## config.mk

```make
export PLATFORM = sky130hd
export DESIGN_NAME = rst_cause_ctrl
export DESIGN_NICKNAME = d
export VERILOG_FILES = /design/src/rtl/rst_cause_pkg.sv /design/src/rtl/rst_cause_arb.sv /design/src/rtl/rst_cause_stretch.sv /design/src/rtl/rst_cause_regs.sv /design/src/rtl/rst_cause_ctrl.sv
export SDC_FILE = /design/constraint.sdc
export NUM_CORES = 1
export LEC_CHECK = 0
export BUFFER_PORTS_ARGS = -buffer_cell sky130_fd_sc_hd__buf_2
export CELL_PAD_IN_SITES_DETAIL_PLACEMENT = 0
export CELL_PAD_IN_SITES_GLOBAL_PLACEMENT = 1
export CORE_MARGIN = 5
export CORE_UTILIZATION = 37
export CTS_CLUSTER_SIZE = 12
export DETAILED_ROUTE_END_ITERATION = 8
export PLACE_DENSITY = 0.8
export SYNTH_ARGS = -nofsm -noshare
export SYNTH_HDL_FRONTEND = slang
export SYNTH_SLANG_ARGS = --single-unit
```

## constraint.sdc

```tcl
create_clock -name clk -period 3.3 [get_ports clk]
set_input_delay 0.495 -clock clk [delete_from_list [all_inputs] [get_ports clk]]
set_output_delay 0.495 -clock clk [all_outputs]
set_load 0.005 [all_outputs]
```

## src/rtl/rst_cause_pkg.sv

```systemverilog
`timescale 1ns/1ps
package rst_cause_pkg;
  localparam int NSRC  = 7;
  localparam int REG_W = 8;

  // flag bit positions; software decodes these
  localparam int B_PIN = 0;
  localparam int B_POR = 1;
  localparam int B_MCD = 2;
  localparam int B_WDT = 3;
  localparam int B_SW  = 4;
  localparam int B_CMP = 5;
  localparam int B_FLE = 6;

  // highest priority first
  localparam int PRIO [NSRC] = '{B_POR, B_PIN, B_MCD, B_WDT, B_SW, B_CMP, B_FLE};

  typedef logic [NSRC-1:0] src_vec_t;
endpackage

```

## src/rtl/rst_cause_arb.sv

```systemverilog
`timescale 1ns/1ps
module rst_cause_arb
  import rst_cause_pkg::*;
(
  input  logic     clk,
  input  logic     por,
  input  src_vec_t req,
  output src_vec_t grant,
  output logic     any_req
);
  logic found;

  always_comb begin
    grant = '0;
    found = 1'b0;
    for (int i = 0; i < NSRC; i++) begin
      if (!found && req[PRIO[i]]) begin
        grant[PRIO[i]] = 1'b1;
        found          = 1'b1;
      end
    end
  end

  assign any_req = |req;

  // at most one winner, and only among the active requesters
  p_grant_single_r4: assert property (@(posedge clk) disable iff (por) $onehot0(grant));
  p_grant_in_req_r4: assert property (@(posedge clk) disable iff (por) (grant & ~req) == '0);
  p_grant_any_r4:    assert property (@(posedge clk) disable iff (por) (|req) == (|grant));
endmodule

```

## src/rtl/rst_cause_stretch.sv

```systemverilog
`timescale 1ns/1ps
module rst_cause_stretch #(
  parameter int STRETCH_CYCLES = 16
) (
  input  logic clk,
  input  logic por,
  input  logic any_req,
  output logic rst_out
);
  localparam int CNT_W = $clog2(STRETCH_CYCLES + 2);
  localparam logic [CNT_W-1:0] LOAD = CNT_W'(STRETCH_CYCLES + 1);

  logic [CNT_W-1:0] cnt_q;

  always_ff @(posedge clk) begin
    if (any_req)           cnt_q <= LOAD;
    else if (cnt_q != '0)  cnt_q <= cnt_q - 1'b1;
  end

  assign rst_out = (cnt_q != '0);

  // a sampled request always yields reset; no reset appears from idle
  p_req_rst_r3:  assert property (@(posedge clk) disable iff (por) any_req |=> rst_out);
  p_no_spur_r3:  assert property (@(posedge clk) disable iff (por) (!any_req && !rst_out) |=> !rst_out);
endmodule

```

## src/rtl/rst_cause_regs.sv

```systemverilog
`timescale 1ns/1ps
module rst_cause_regs
  import rst_cause_pkg::*;
(
  input  logic             clk,
  input  logic             por,
  input  logic             sel,
  input  logic             wr_hit,
  input  logic [2:0]       arm_wdata,   // {cmp, mcd, vdm}
  input  logic             take,
  input  src_vec_t         grant,
  output logic [REG_W-1:0] rdata,
  output logic             cmp_arm,
  output logic             mcd_arm,
  output logic             vdm_arm
);
  src_vec_t flags_q;

  always_ff @(posedge clk) begin
    if (por) begin
      cmp_arm <= 1'b0;
      mcd_arm <= 1'b0;
      vdm_arm <= 1'b1;
    end else if (wr_hit) begin
      cmp_arm <= arm_wdata[2];
      mcd_arm <= arm_wdata[1];
      vdm_arm <= arm_wdata[0];
    end
    if (take) flags_q <= grant;
  end

  assign rdata = sel ? {1'b0, flags_q} : '0;

  // exactly one cause recorded after power-on
  p_flag_onehot_r4: assert property (@(posedge clk) disable iff (por) $onehot(flags_q));
  // flags only move when a reset is taken
  p_flag_hold_r10:  assert property (@(posedge clk) disable iff (por) !take |=> $stable(flags_q));
  // a write loads the arms from the data bits
  p_arm_load_r6:    assert property (@(posedge clk) disable iff (por)
                      wr_hit |=> {cmp_arm, mcd_arm, vdm_arm} == $past(arm_wdata));
  // unselected arms keep their value
  p_arm_keep_r11:   assert property (@(posedge clk) disable iff (por)
                      !wr_hit |=> $stable({cmp_arm, mcd_arm, vdm_arm}));
endmodule

```

## src/rtl/rst_cause_ctrl.sv

```systemverilog
`timescale 1ns/1ps
module rst_cause_ctrl
  import rst_cause_pkg::*;
#(
  parameter int STRETCH_CYCLES = 16
) (
  input  logic             clk,
  input  logic             pwr_on_rst,
  input  logic             supply_low,
  input  logic             pin_rst,
  input  logic             clk_lost,
  input  logic             wdt_expire,
  input  logic             cmp_out,
  input  logic             flash_err,
  input  logic             reg_sel,
  input  logic             reg_wr,
  input  logic [REG_W-1:0] reg_wdata,
  output logic [REG_W-1:0] reg_rdata,
  output logic             sys_rst
);
  logic     wr_hit;
  logic     cmp_arm, mcd_arm, vdm_arm;
  logic     any_req;
  src_vec_t req, grant;
  logic     unused_wbits;

  assign wr_hit       = reg_sel & reg_wr;
  assign unused_wbits = ^{reg_wdata[7:6], reg_wdata[3], reg_wdata[0]};

  always_comb begin
    req        = '0;
    req[B_POR] = pwr_on_rst | (supply_low & vdm_arm);
    req[B_PIN] = pin_rst;
    req[B_MCD] = clk_lost & mcd_arm;
    req[B_WDT] = wdt_expire;
    req[B_SW]  = wr_hit & reg_wdata[B_SW];
    req[B_CMP] = cmp_arm & ~cmp_out;
    req[B_FLE] = flash_err;
  end

  rst_cause_arb u_arb (
    .clk     (clk),
    .por     (pwr_on_rst),
    .req     (req),
    .grant   (grant),
    .any_req (any_req)
  );

  rst_cause_stretch #(.STRETCH_CYCLES(STRETCH_CYCLES)) u_stretch (
    .clk     (clk),
    .por     (pwr_on_rst),
    .any_req (any_req),
    .rst_out (sys_rst)
  );

  rst_cause_regs u_regs (
    .clk       (clk),
    .por       (pwr_on_rst),
    .sel       (reg_sel),
    .wr_hit    (wr_hit),
    .arm_wdata ({reg_wdata[B_CMP], reg_wdata[B_MCD], reg_wdata[B_POR]}),
    .take      (any_req),
    .grant     (grant),
    .rdata     (reg_rdata),
    .cmp_arm   (cmp_arm),
    .mcd_arm   (mcd_arm),
    .vdm_arm   (vdm_arm)
  );

  // a software force always produces a reset
  p_sw_force_r5: assert property (@(posedge clk) disable iff (pwr_on_rst)
                   (wr_hit && reg_wdata[B_SW]) |=> sys_rst);
  // the top bit never reads as 1
  p_top_bit_r1:  assert property (@(posedge clk) disable iff (pwr_on_rst) !reg_rdata[7]);
endmodule

```

==> results of run 1 <==
==> flip-flops by register name, indices dropped and copies added, names as in the netlist <==
| register | flops |
|---|---|
| u_regs.cmp_arm | 1 |
| u_regs.mcd_arm | 1 |
| u_stretch.cnt_q | 5 |
| u_regs.flags_q | 7 |
| u_regs.vdm_arm | 1 |
==> final cells by class <==
class	instances	area share (%)
Sequential cell	15	42.84
Multi-Input combinational cell	49	36.18
Timing Repair Buffer	21	12.16
Tap cell	25	3.618
Clock buffer	4	3.039
Inverter	5	2.171
==> logic make-up (layout without fill, tap and decap cells) <==
| family | count (synthesis) | after routing | synth area share, % |
|---|---|---|---|
| simple gates | 36 | 36 | 30.17 |
| buf+inv | 7 | 30 | 4.211 |
| mux | 1 | 1 | 1.404 |
| other cells | 1 | 1 | 0.5258 |
| compound gates | 7 | 7 | 6.315 |
| flops | 15 | 15 | 51.93 |
| xor+xnor | 3 | 3 | 3.685 |
| fa+ha+maj | 1 | 1 | 1.754 |
==> where the power goes <==
group | leakage [nW] | switching (mW) | total [mW] | internal (mW)
Combinational | 0.206 | 0.0171 | 0.0318 | 0.0147
Sequential | 0.147 | 0.00215 | 0.202 | 0.200
Clock | 0.0150 | 0.0578 | 0.105 | 0.0469
Total | 0.368 | 0.0770 | 0.338 | 0.261
==> layout by cell type (no fill, tap or decap), drive strengths merged <==
master / count
buf: 21
o21ai: 1
nor2: 2
nor4b: 2
dfxtp: 8
nand3: 5
mux2i: 1
and3: 4
a21oi: 4
conb: 1
and2: 9
nor3: 3
xnor2: 3
nor4: 2
clkbuf: 4
inv: 5
nand2: 6
a211o: 1
nand2b: 2
a211oi: 1
nand4: 1
ha: 1
edfxtp: 7
==> worst max-delay path by stage <==
stage,from,endpoint,depth (start not counted)
floorplan,u_stretch.cnt_q[0],sys_rst,4
global placement,reg_sel,u_regs.flags_q[0],4
detailed placement,reg_sel,u_regs.flags_q[3],4
CTS,u_stretch.cnt_q[0],sys_rst,5
global route,u_stretch.cnt_q[0],sys_rst,5
finish,u_stretch.cnt_q[0],sys_rst,5
==> metal layers <==
metal	GRT usage, %	vias to the layer above
met4	7.660	0
met1	12.97	248
met3	2.770	4
met5	0	-
li1	-	292
met2	16.73	18
==> metrics.md, run 1 <==
| Metric | Value |
|---|---|
| Status | `finished clean` |
| Avg Inst Size Synth | `10.04 sq um` |
| Top cell by count, worst path | `inv_1` |
| Cells after synthesis | `71` |
| Main synth FF type | `dfxtp_1` |
| CTS tree | `yes` |
| R2r setup slk | `around 1900 ps` |
| TritonCTS Buffers | `3` |
| Total leakage power | `between 0.3 and 0.4 nW` |
| Clock buffer depth | `2` |
| Worst min path class | `input pin to flop` |
| Area leader, netlist | `edfxtp_1` |
| Crit path buffers/inverters | `3` |
| Dpl cells | `about 120` |
| Hold_sp | `pwr_on_rst` |
| Initial core utilization | `about 40%` |
| FF+latch count, synth | `15` |
| Crit path cell chain | `inv_1 -> ha_1 -> nor4b_4 -> inv_1 -> buf_2` |
| Largest delay share family, worst path | `simple AND/OR/NAND/NOR gates` |
| Clk_skew | `approximately 1.5 ps` |
| Top layer in use | `met4` |
| DR WL/cell | `11.04 um` |
| Global-route wire length before repair | `between 2000 and 2500 um` |
| Final setup fails | `0` |
| Final Slew Violations | `0` |
| Worst vdd ir | `~150 uV` |
| IO Count | `27` |
| Remaining antenna violation count | `0` |
| Hold buffers post-CTS | `0` |
| Rows | `15` |
| Total global routing overflow | `0` |
| Post-layout minimum cycle time | `a little under 2000 ps` |
| Input/output buffers | `21` |
| Mapped Area | `~700 sq um` |
| Max FO, Critical Path | `5` |
| Gpl congestion | `~0.66` |
| Vias per inst | `about 4.7` |
| Multi-input gate area | `312.8 sq um` |
| Critical Path RT | `2800 ps` |
| Vias in the first global route | `~540` |
| Critical path class | `flop to output port` |
| Synthesized Nets | `90` |
| DRT iter0 DRCs | `13` |
| Final period util | `58.83%` |
| Share of cells above drive strength 1 | `27.66%` |
| Final Util | `around half` |
| Hold WS | `around 420 ps` |
| Peak Freq | `~520 MHz` |
| Largest net degree at the start of global routing | `13` |
| Arrival @ worst endpoint | `approximately 1500 ps` |
| H-tree levels | `1` |
| WL met2 | `between 500 and 600 um` |
| Reg-to-reg endpoint | `u_stretch.cnt_q[1]` |
| Vias | `562` |
| Number of enable flip-flop cells after synthesis | `7` |
| Worst setup margin | `around 1400 ps` |
| CTS resizes | `0` |
| Worst R2R Start | `u_stretch.cnt_q[0]` |
| Synth Warn # | `0` |
| Die Span Y | `53.91 um` |
| Antenna violations before repair | `0` |
| Post-synthesis sequential area ratio | `around 52%` |
| Max-cap violation count | `0` |
| DRT Wirelength | `approximately 1300 um` |
| DRC violations left | `0` |
| Sequential Area | `370.4 sq um` |
| Post-synth top cells | `9 x and2_1, 8 x dfxtp_1, 7 x edfxtp_1` |
| Clock Tree Root | `clkbuf_4` |
| Ant diodes | `0` |
| Worst setup SP type | `flop` |
| Post-synth top area share | `between 20% and 30%` |
| Fin Setup TNS | `0 ps` |
| Tot GR Track Use | `about 11%` |
| DIE WIDTH | `53.91 um` |
| PD cells | `between 300 and 400 mW/mm^2` |
| Largest stage delay, worst path | `between 300 and 400 ps` |
| Synth top area cells | `edfxtp_1 29%, dfxtp_1 22%, and2_1 7.9%` |
| Synth cell types | `25` |
| # clock sinks | `15` |
| Area growth, synth to finish | `21.23%` |
| Hold Path Cell Cnt | `2` |
| Post-CTS setup buffers | `0` |
| Fillers | `around 190` |
| Core ar. | `0.001783 sq mm` |
| Wl on met1 | `just under 600 um` |
| Pwr Total | `about 0.34 mW` |
| Fin cells | `approximately 120` |
| Fin nets | `114` |
| Fin area | `a little under 900 sq um` |
| Routed wl met3 | `110 um` |
| CP max stage cell | `nor4b_4` |
| R2R depth | `5` |
| TritonRoute pass-1 iters | `3` |
| Total die area | `0.002906 sq mm` |
| Hold Path End | `u_regs.mcd_arm` |
| Pre-CTS setup slack | `around 1600 ps` |
| Clk Latency, worst-skew pair | `280 ps` |
| Count leader, synth | `and2_1` |
| Asr flop ratio synth | `0%` |
| Placed inst area | `838.3 sq um` |
| Worst-path clk slew | `approximately 90 ps` |
| Hold Violations, Final | `0` |
| CP endpoint kind | `output port` |
| Unrepaired setup endpoints after global routing | `false` |
| DP HPWL | `1061 um` |
Note: power is estimated with default switching activity, not from simulation.
==> run 2, diff against run 1 <==
--- a/config.mk
+++ b/config.mk
@@ -9,10 +9,10 @@
 export CELL_PAD_IN_SITES_DETAIL_PLACEMENT = 0
 export CELL_PAD_IN_SITES_GLOBAL_PLACEMENT = 1
 export CORE_MARGIN = 5
-export CORE_UTILIZATION = 37
+export CORE_UTILIZATION = 34
 export CTS_CLUSTER_SIZE = 12
 export DETAILED_ROUTE_END_ITERATION = 8
-export PLACE_DENSITY = 0.8
+export PLACE_DENSITY = 0.74
 export SYNTH_ARGS = -nofsm -noshare
 export SYNTH_HDL_FRONTEND = slang
 export SYNTH_SLANG_ARGS = --single-unit
==> constraint.sdc (replaced) <==
create_clock -name clk -period 1.8 [get_ports clk]
set_input_delay 0.27 -clock clk [delete_from_list [all_inputs] [get_ports clk]]
set_output_delay 0.27 -clock clk [all_outputs]
set_load 0.005 [all_outputs]
==> metrics.md, run 2 (synthesis gave the netlist of run 1 again) <==
| Metric | Value |
|---|---|
| Status | `finished clean (unchanged)` |
| DP HPWL | `1016 um (was 1061 um)` |
| Fin nets | `116 (was 114)` |
| Clk_skew | `2.128 ps (was 1.538 ps)` |
| Ant diodes | `0 (unchanged)` |
| Clock Tree Root | `clkbuf_4 (unchanged)` |
| Worst R2R Start | `u_stretch.cnt_q[0] (unchanged)` |
| IO Count | `27 (unchanged)` |
| Clk Latency, worst-skew pair | `280 ps (about the same)` |
| Final Util | `44.51% (was 48.49%)` |
| Reg power frac | `60.0% (was 59.6%)` |
| CP endpoint kind | `output port (unchanged)` |
| DRT iter0 DRCs | `13 (unchanged)` |
| Unrepaired setup endpoints after global routing | `false (unchanged)` |
| Met1 GRT Util | `11.00% (was 12.97%)` |
| Hold Path End | `u_regs.cmp_arm (was u_regs.mcd_arm)` |
| Reg-to-reg endpoint | `u_stretch.cnt_q[1] (unchanged)` |
| Combinational share of power | `9.5% (was 9.4%)` |
| Hold Path Cell Cnt | `2 (unchanged)` |
| Global-route wire length before repair | `2311 um (was 2208 um)` |
| Final period util | `91.43%` |
| Fillers | `197 (was 187)` |
| Worst setup SP type | `flop (unchanged)` |
| Commonest non-fill, non-tap cell in the layout | `buf_2 (unchanged)` |
| Share of cells above drive strength 1 | `29.17% (was 27.66%)` |
| Fin Setup TNS | `0 ps (unchanged)` |
| TritonRoute pass-1 iters | `4 (was 3)` |
| Hold_sp | `pwr_on_rst (unchanged)` |
| Clock buffer depth | `2 (unchanged)` |
| Area growth, synth to finish | `23.68% (was 21.23%)` |
| Arrival @ worst endpoint | `1380 ps (was 1450 ps)` |
| Worst setup margin | `154.3 ps (was 1359 ps)` |
| Worst-path clk slew | `90 ps (about the same)` |
| # clock sinks | `15 (unchanged)` |
| R2r setup slk | `330 ps (was 1890 ps)` |
| Final setup fails | `0 (unchanged)` |
| Switch share | `22.32% (was 22.77%)` |
| Total die area | `0.003114 sq mm (was 0.002906 sq mm)` |
| Hold WS | `193.7 ps (was 418.8 ps)` |
| PD cells | `698.7 mW/mm^2 (was 391.2 mW/mm^2)` |
| Hold Violations, Final | `0 (unchanged)` |
| CTS tree | `yes (unchanged)` |
| TritonCTS Buffers | `3 (unchanged)` |
| DIE WIDTH | `55.80 um (was 53.91 um)` |
| Total leakage power | `0.3787 nW (was 0.3678 nW)` |
| Core ar. | `0.001982 sq mm (was 0.001783 sq mm)` |
| Antenna violations before repair | `0 (unchanged)` |
| DR WL/cell | `10.60 um (was 11.04 um)` |
| Max-cap violation count | `0 (unchanged)` |
| DRC violations left | `0 (unchanged)` |
| Remaining antenna violation count | `0 (unchanged)` |
| Critical path class | `flop to output port (unchanged)` |
| Pwr Total | `0.6164 mW (was 0.3383 mW)` |
| Pre-CTS setup slack | `369.0 ps (was 1649 ps)` |
| Met2 Use GR | `15.20% (was 16.73%)` |
| Pint | `0.4788 mW (was 0.2612 mW)` |
| H-tree levels | `1 (unchanged)` |
| Die Span Y | `55.80 um (was 53.91 um)` |
| GRT met3 Usage | `2.320% (was 2.770%)` |
| Commonest non-fill, non-tap cells in the layout | `21 x buf_2, 9 x and2_1, 8 x dfxtp_1 (unchanged)` |
| Reg with most FFs | `u_regs.flags_q (unchanged)` |
| NetSw | `0.1376 mW (was 0.07703 mW)` |
| DRT Wirelength | `1304 um (was 1314 um)` |
| Tot GR Track Use | `9.441% (was 10.83%)` |
| Input/output buffers | `21 (unchanged)` |
| Post-layout minimum cycle time | `about 1600 ps` |
| Rows | `16 (was 15)` |
| Vias per inst | `4.520 (was 4.723)` |
| Vias | `556 (was 562)` |
| Final Slew Violations | `0 (unchanged)` |
| Vias in the first global route | `562 (was 544)` |
| Hold buffers post-CTS | `0 (unchanged)` |
| Worst min path class | `input pin to flop (unchanged)` |
| Initial core utilization | `35.98% (was 40.00%)` |
| Gpl congestion | `0.7132 (was 0.6629)` |
| Critical Path RT | `1530 ps (was 2800 ps)` |
| Peak Freq | `between 600 and 700 MHz` |
| Share of total power in the clock network | `30.6% (was 31.0%)` |
| Worst vdd ir | `351.8 uV (was 148.2 uV)` |
| GRT Max-Usage Layer | `met2 (unchanged)` |
| Total global routing overflow | `0 (unchanged)` |
| Max FO, Critical Path | `4 (was 5)` |
| Largest register FFs | `7 (unchanged)` |
| R2R depth | `6 (was 5)` |
| Largest net degree at the start of global routing | `13 (unchanged)` |
| Top Registers | `u_regs.flags_q x7, u_stretch.cnt_q x5 (unchanged)` |
run 2: changes by cell type in the layout (fill, tap and decap cells not counted):
cell   change
buf_4      +2
run 2: layout make-up:
class,count,area (sq um),area share (%)
Clock buffer,4,26.28,2.979
Inverter,5,18.77,2.128
Multi-Input combinational cell,49,312.8,35.46
Sequential cell,15,370.4,41.99
Tap cell,27,33.78,3.830
Timing Repair Buffer,23,120.1,13.62
run 2: how the worst max path moves through the flow:
stage | endpoint | from | cells past startpoint | slack (ps)
floorplan | u_stretch.cnt_q[1] | u_stretch.cnt_q[0] | 5 | 520
global placement | sys_rst | u_stretch.cnt_q[0] | 5 | 390
detailed placement | sys_rst | u_stretch.cnt_q[0] | 5 | 370
CTS | sys_rst | u_stretch.cnt_q[0] | 5 | 50
global route | sys_rst | u_stretch.cnt_q[1] | 5 | 20
finish | sys_rst | u_stretch.cnt_q[0] | 5 | 150
run 2: power by group through the flow:
stage	sequential [mW]	clock [mW]	combinational, mW
3_5_place_dp	0.378	0	0.0588
2_1_floorplan	0.377	0	0.0312
4_1_cts	0.370	0.192	0.0591
6_report	0.370	0.188	0.0583
3_3_place_gp	0.377	0	0.0580
5_1_grt	0.371	0.208	0.0676
run 2: timing repair:
action / in CTS / in global routing
buffers inserted: 0 / 2
gates resized for setup: 0 / 0
endpoints found under the setup margin: 0 / 1
run 2: metal layers:
metal	wire length (um)	part of all wire (%)
met3	96	7.4
met1	605	46
met2	576	44
met5	0	0
met4	25	1.9
run 2: worst max-delay path: stages (launching register included):
cell and delay (ps):
dfxtp_1 320, inv_1 80, ha_1 220, nor4b_4 290
inv_1 60, buf_2 130
run 2: stage by stage:
step / cells / area [sq um]
finish: 123 / 882.1
floorplan: 71 / 713.2
detailed placement: 117 / 840.8
CTS: 121 / 867.1
global placement: 117 / 840.8
global route: 123 / 882.1
